### src/rtl/qd_pkg.sv
package qd_pkg;

    // Quarter slots within one bit frame, in transmission order.
    typedef enum logic [1:0] {
        SLOT_HEAD  = 2'd0,
        SLOT_MID_A = 2'd1,
        SLOT_MID_B = 2'd2,
        SLOT_TAIL  = 2'd3
    } slot_e;

    // Wire level for a given slot: head high, tail low, middle slots carry data.
    function automatic logic slot_level(input slot_e slot, input logic data_bit);
        logic lvl;
        case (slot)
            SLOT_HEAD:  lvl = 1'b1;
            SLOT_MID_A: lvl = data_bit;
            SLOT_MID_B: lvl = data_bit;
            default:    lvl = 1'b0;
        endcase
        return lvl;
    endfunction

endpackage

### src/rtl/qd_tick_gen.sv
module qd_tick_gen #(
    parameter int CNT_W = 16
) (
    input  logic             clk,
    input  logic             rst,
    input  logic             load,
    input  logic             run,
    input  logic [CNT_W-1:0] qlen_in,
    output logic             tick
);

    typedef struct packed {
        logic [CNT_W-1:0] cnt;
        logic [CNT_W-1:0] qlen;
    } tick_st_t;

    tick_st_t st_q, st_d;
    logic     at_end;

    assign at_end = (st_q.cnt == st_q.qlen - CNT_W'(1));
    assign tick   = run && at_end;

    always_comb begin
        st_d = st_q;
        if (load) begin
            st_d.cnt  = '0;
            st_d.qlen = qlen_in;
        end else if (run) begin
            if (at_end) st_d.cnt = '0;
            else        st_d.cnt = st_q.cnt + CNT_W'(1);
        end
    end

    always_ff @(posedge clk) begin
        if (rst) begin
            st_q.cnt  <= '0;
            st_q.qlen <= CNT_W'(1);
        end else begin
            st_q <= st_d;
        end
    end

    // the slot counter never passes the latched quarter length
    a_r6_count_bound: assert property (@(posedge clk) disable iff (rst)
        run |-> (st_q.cnt < st_q.qlen));

endmodule

### src/rtl/qd_slot_seq.sv
module qd_slot_seq
    import qd_pkg::*;
#(
    parameter int DATA_W = 8
) (
    input  logic              clk,
    input  logic              rst,
    input  logic              load,
    input  logic [DATA_W-1:0] load_data,
    input  logic              tick,
    output logic              active,
    output slot_e             slot,
    output logic              cur_bit,
    output logic              last_slot
);

    localparam int IDX_W = (DATA_W > 1) ? $clog2(DATA_W) : 1;

    typedef struct packed {
        logic              active;
        slot_e             slot;
        logic [IDX_W-1:0]  bidx;
        logic [DATA_W-1:0] shreg;
    } seq_st_t;

    seq_st_t st_q, st_d;

    assign active    = st_q.active;
    assign slot      = st_q.slot;
    assign cur_bit   = st_q.shreg[DATA_W-1];
    assign last_slot = st_q.active && (st_q.slot == SLOT_TAIL) && (st_q.bidx == '0);

    always_comb begin
        st_d = st_q;
        if (load) begin
            st_d.active = 1'b1;
            st_d.slot   = SLOT_HEAD;
            st_d.bidx   = IDX_W'(DATA_W - 1);
            st_d.shreg  = load_data;
        end else if (st_q.active && tick) begin
            if (st_q.slot == SLOT_TAIL) begin
                st_d.slot = SLOT_HEAD;
                if (st_q.bidx == '0) begin
                    st_d.active = 1'b0;
                end else begin
                    st_d.bidx  = st_q.bidx - IDX_W'(1);
                    st_d.shreg = {st_q.shreg[DATA_W-2:0], 1'b0};
                end
            end else begin
                st_d.slot = slot_e'(st_q.slot + 2'd1);
            end
        end
    end

    always_ff @(posedge clk) begin
        if (rst) begin
            st_q.active <= 1'b0;
            st_q.slot   <= SLOT_HEAD;
            st_q.bidx   <= '0;
            st_q.shreg  <= '0;
        end else begin
            st_q <= st_d;
        end
    end

    // a slot is held until the quarter tick arrives
    a_r6_slot_hold: assert property (@(posedge clk) disable iff (rst)
        (st_q.active && !tick && !load) |=> $stable(st_q.slot));

    // within a byte the shift register only moves at a frame boundary
    a_r5_shift_at_tail: assert property (@(posedge clk) disable iff (rst)
        (st_q.active && !load && !(tick && st_q.slot == SLOT_TAIL)) |=> $stable(st_q.shreg));

endmodule

### src/rtl/qd_slot_mux.sv
module qd_slot_mux
    import qd_pkg::*;
(
    input  logic  active,
    input  slot_e slot,
    input  logic  data_bit,
    output logic  level
);

    always_comb begin
        level = active ? slot_level(slot, data_bit) : 1'b0;
    end

endmodule

### src/rtl/qd_wire_encoder.sv
module qd_wire_encoder
    import qd_pkg::*;
#(
    parameter int DATA_W = 8,
    parameter int DIV_W  = 16
) (
    input  logic              clk,
    input  logic              rst,
    input  logic [DIV_W-1:0]  div_cfg,
    input  logic              in_valid,
    input  logic [DATA_W-1:0] in_data,
    output logic              in_ready,
    output logic              line_out,
    output logic              busy
);

    logic             tick;
    logic             accept;
    logic             active;
    logic             cur_bit;
    logic             last_slot;
    slot_e            slot;
    logic [DIV_W-1:0] qlen_raw;
    logic [DIV_W-1:0] qlen;

    // Quarter length: divider over four, never below one clock.
    assign qlen_raw = div_cfg >> 2;
    assign qlen     = (qlen_raw == '0) ? DIV_W'(1) : qlen_raw;

    assign in_ready = !active || (tick && last_slot);
    assign accept   = in_valid && in_ready;
    assign busy     = active;

    qd_tick_gen #(.CNT_W(DIV_W)) u_tick (
        .clk     (clk),
        .rst     (rst),
        .load    (accept),
        .run     (active),
        .qlen_in (qlen),
        .tick    (tick)
    );

    qd_slot_seq #(.DATA_W(DATA_W)) u_seq (
        .clk       (clk),
        .rst       (rst),
        .load      (accept),
        .load_data (in_data),
        .tick      (tick),
        .active    (active),
        .slot      (slot),
        .cur_bit   (cur_bit),
        .last_slot (last_slot)
    );

    qd_slot_mux u_mux (
        .active   (active),
        .slot     (slot),
        .data_bit (cur_bit),
        .level    (line_out)
    );

    // an accepted byte starts its head slot on the next clock
    a_r8_start_next: assert property (@(posedge clk) disable iff (rst)
        accept |=> (busy && line_out));

    // the line rests low whenever nothing is in flight
    a_r9_idle_low: assert property (@(posedge clk) disable iff (rst)
        !busy |-> !line_out);

    // no acceptance in the middle of a byte
    a_r10_no_mid_accept: assert property (@(posedge clk) disable iff (rst)
        (busy && !last_slot) |-> !in_ready);

    // a new transmission opens with the line high
    a_r2_open_high: assert property (@(posedge clk) disable iff (rst)
        $rose(busy) |-> line_out);

endmodule

### config.mk
export PLATFORM = sky130hd
export DESIGN_NAME = qd_wire_encoder
export DESIGN_NICKNAME = d
export VERILOG_FILES = /design/src/rtl/qd_pkg.sv /design/src/rtl/qd_tick_gen.sv /design/src/rtl/qd_slot_seq.sv /design/src/rtl/qd_slot_mux.sv /design/src/rtl/qd_wire_encoder.sv
export SDC_FILE = /design/constraint.sdc
export NUM_CORES = 1
export LEC_CHECK = 0
export BUFFER_PORTS_ARGS = -buffer_cell sky130_fd_sc_hd__buf_2
export CAP_MARGIN = 10
export CORE_MARGIN = 5
export CORE_UTILIZATION = 42
export DETAILED_ROUTE_END_ITERATION = 7
export SLEW_MARGIN = 10
export SYNTH_ARGS = -nofsm -noshare
export SYNTH_HDL_FRONTEND = slang
export SYNTH_SLANG_ARGS = --single-unit
### constraint.sdc
create_clock -name clk -period 3.8 [get_ports clk]
set_input_delay 0.76 -clock clk [delete_from_list [all_inputs] [get_ports clk]]
set_output_delay 0.76 -clock clk [all_outputs]
set_load 0.02 [all_outputs]
==> flow_metrics.env <==
export IMPL_slew_headroom_pct=58.10
export IMPL_drtAntennaViolNets=0
export IMPL_fin_crit_ps=3600
export IMPL_synth_top_flop_cell="dfxtp_1"
export IMPL_tns_ps=0
export IMPL_start_kind="register"
export IMPL_place_inst=411
export IMPL_synth_edff_count=0
export IMPL_yosysUniqueCellTypes=55
export IMPL_rows=29
export IMPL_cts_setup_buffers=0
export IMPL_yosysSeqAreaShare_pct=33.05
export IMPL_htreeDepth=2
export IMPL_hold_path_class="reg -> reg"
export IMPL_grt_util_all_layers_pct=16.36
export IMPL_synth_cell_area_um2=2665
export IMPL_tightest_slew_ps=622.8
export IMPL_outcome="finished clean"
export IMPL_vias=2271
export IMPL_cts_tree="built"
export IMPL_dp_slack_ps=455.8
export IMPL_fin_ws_ps=200.0
export IMPL_syn_to_final_growth_pct=11.74
export IMPL_p_leak_uw=0.001193
export IMPL_swShare_pct=27.85
export IMPL_cts_root_buffer="clkbuf_8"
export IMPL_drtPass1Iterations=4
export IMPL_finalHoldViolations=0
export IMPL_crit_chain="or4_4, or4_1, and3_4, and2b_2, nand4_1, o21ai_1, buf_2"
export IMPL_intPower_uw=760.1
export IMPL_syn_nets=350
export IMPL_grt_overflow_total=0
export IMPL_routed_wl_mm=5.916
export IMPL_slowest_delay_ps=590
export IMPL_final_cells=419
export IMPL_clock_sinks=44
export IMPL_finalSetupViolCount=0
export IMPL_initial_core_util_pct=42.46
export IMPL_critPathKind="reg -> out"
export IMPL_core_um2=6277
export IMPL_hpwl_mm=4.407
export IMPL_clock_path_buffers=2
export IMPL_synth_area_per_cell_um2=8.407
export IMPL_finalInstanceArea_um2=2978
export IMPL_final_common_cell="dfxtp_1"
export IMPL_clk_latency_ps=300
export IMPL_diodes=0
export IMPL_final_cell_mix="dfxtp_1 (44), nand2_1 (38), buf_2 (27)"
export IMPL_rsz0062_at_grt="false"
export IMPL_slew_viol_final=0
export IMPL_cp_max_fo=5
export IMPL_dieHeight_um=89.66
export IMPL_dpl_cell_area_um2=2869
export IMPL_pwr_share_seq_pct=48.3
export IMPL_cap_viol_max_count=0
export IMPL_routed_via_density=5.420
export IMPL_drc_errors=0
export IMPL_cp_required_ps=3040
export IMPL_p_switching_uw=293.4
export IMPL_powerDensity_nw_per_um2=353.8
export IMPL_synth_seq_cells=44
export IMPL_fin_skew_ps=6.117
export IMPL_grt_max_degree=28
export IMPL_synth_cells=317
export IMPL_min_period_over_period_pct=94.74
export IMPL_worst_path_max_delay_cell="or4_4"
export IMPL_drive_gt1_share_pct=16.37
export IMPL_dieArea_um2=8038
export IMPL_path_clk_slew_ps=90
export IMPL_cp_end_kind="primary output"
export IMPL_die_width_um=89.66
export IMPL_place_congestion=0.8211
export IMPL_cts_buffers=5
export IMPL_ir_worst_vdd_v=0.0002681
export IMPL_antenna_found_initial=0
export IMPL_combPwrFrac_pct=17.5
export IMPL_yosys_warnings=0
export IMPL_grt_pass1_wl_mm=10.35
export IMPL_grt_pass1_vias=2194
export IMPL_routedWlPerCell_um=14.12
export IMPL_drt_iter0_markers=110
export IMPL_fin_nets=374
export IMPL_critPathArrivalTime_ps=2840
export IMPL_async_reset_ff_share_pct=0
export IMPL_cts_hold_buf=0
export IMPL_io_pins=30
export IMPL_port_buffers=27
export IMPL_power_frac_clock_pct=34.3
export IMPL_clock_fmax_ghz=0.2778
## area by class of cell
| class | instances | area (µm²) |
|---|---|---|
| sequential | 44 | 880.8 |
| fill | 639 | 3299 |
| clock inverter | 2 | 35.03 |
| timing repair buffer | 32 | 172.7 |
| tap | 77 | 96.34 |
| multi-input combinational | 238 | 1645 |
| clock buffer | 6 | 72.57 |
| inverter | 20 | 75.07 |
## power by group through the flow
stage	combinational [µW]	clock [µW]	sequential, µW
2_1_floorplan	143	0	508
6_report	184	361	509
3_3_place_gp	180	0	518
4_1_cts	185	371	508
5_1_grt	205	389	513
3_5_place_dp	184	0	519
## final timing paths
| path | from | endpoint | slack [ps] | depth (start not counted) |
|---|---|---|---|---|
| hold / removal | u_tick.st_q[13] | u_tick.st_q[13] | 510 | 2 |
| setup / recovery | u_tick.st_q[4] | in_ready | 200 | 7 |
| hold reg to reg | u_tick.st_q[13] | u_tick.st_q[13] | 510 | 2 |
| setup reg to reg | u_tick.st_q[4] | u_seq.slot[0] | 640 | 7 |
## registers in the layout (all words and copies together), names as in the netlist
name	cells
u_seq.st_q	10
u_tick.st_q	30
u_seq.slot	2
u_seq.cur_bit	1
u_seq.active	1
## cell usage after synthesis (3+ instances only)
cell type  number  share of area (%)
a21oi_1        14                2.6
xor2_1         14                4.6
buf_2           4               0.75
a31oi_1         3               0.70
nand2_1        38                5.4
and3_1          8                1.9
and4_1          3               0.99
nor3_1         11                2.1
nor4_1          5                1.2
nor2b_1         7                1.6
or3_1           3               0.70
nand3_1         4               0.75
ha_1            6                2.8
or4_1           3               0.85
dfxtp_1        44                 33
nand3b_1        3               0.85
xnor2_1        16                5.3
inv_1          18                2.5
nor2_1         20                2.8
a211oi_1        4                1.1
o21ai_0         7                1.3
clkbuf_1       10                1.4
o221a_2         7                3.0
mux2i_1        16                6.0
a211o_1         3               0.99
nand4_1        11                2.6
## cell families after synthesis
logic type	synth area share, %
compound gates	14.41
fa+ha+maj	2.817
xor+xnor	10.75
mux	6.432
simple gates	27.28
buf+inv	5.258
flops	33.05
## through the flow
stage | utilization, % | hold slack [ps] | total power [µW]
2_1_floorplan | - | 460.7 | 650.8
3_3_place_gp | 45.70 | 491.5 | 698.7
3_5_place_dp | 45.70 | 500.9 | 703.5
4_1_cts | 47.42 | 512.8 | 1064
5_1_grt | 47.44 | 554.1 | 1107
6_report | 47.44 | 509.1 | 1053
## timing repair
action	4_1_cts	5_1_grt
hold endpoints to repair	0	0
setup endpoints to repair	0	1
resized for setup	0	2
## worst max-delay path, delay by kind of cell (launching register included)
kind | cells | cell delay, ps
and+or+nand+nor | 5 | 1740
DFF | 1 | 380
AOI/OAI and AO/OA | 1 | 220
buffers and inverters | 1 | 200
## layer usage
layer  track usage (%)  vias to the layer above  routed length (µm)
li1                  -                     1185                   -
met1             22.67                     1033                2972
met2             25.20                       43                2590
met3             3.193                       10                 224
met4             5.954                        0                 128
met5                 0                        -                   0
Power figures use the tool's default switching activity.
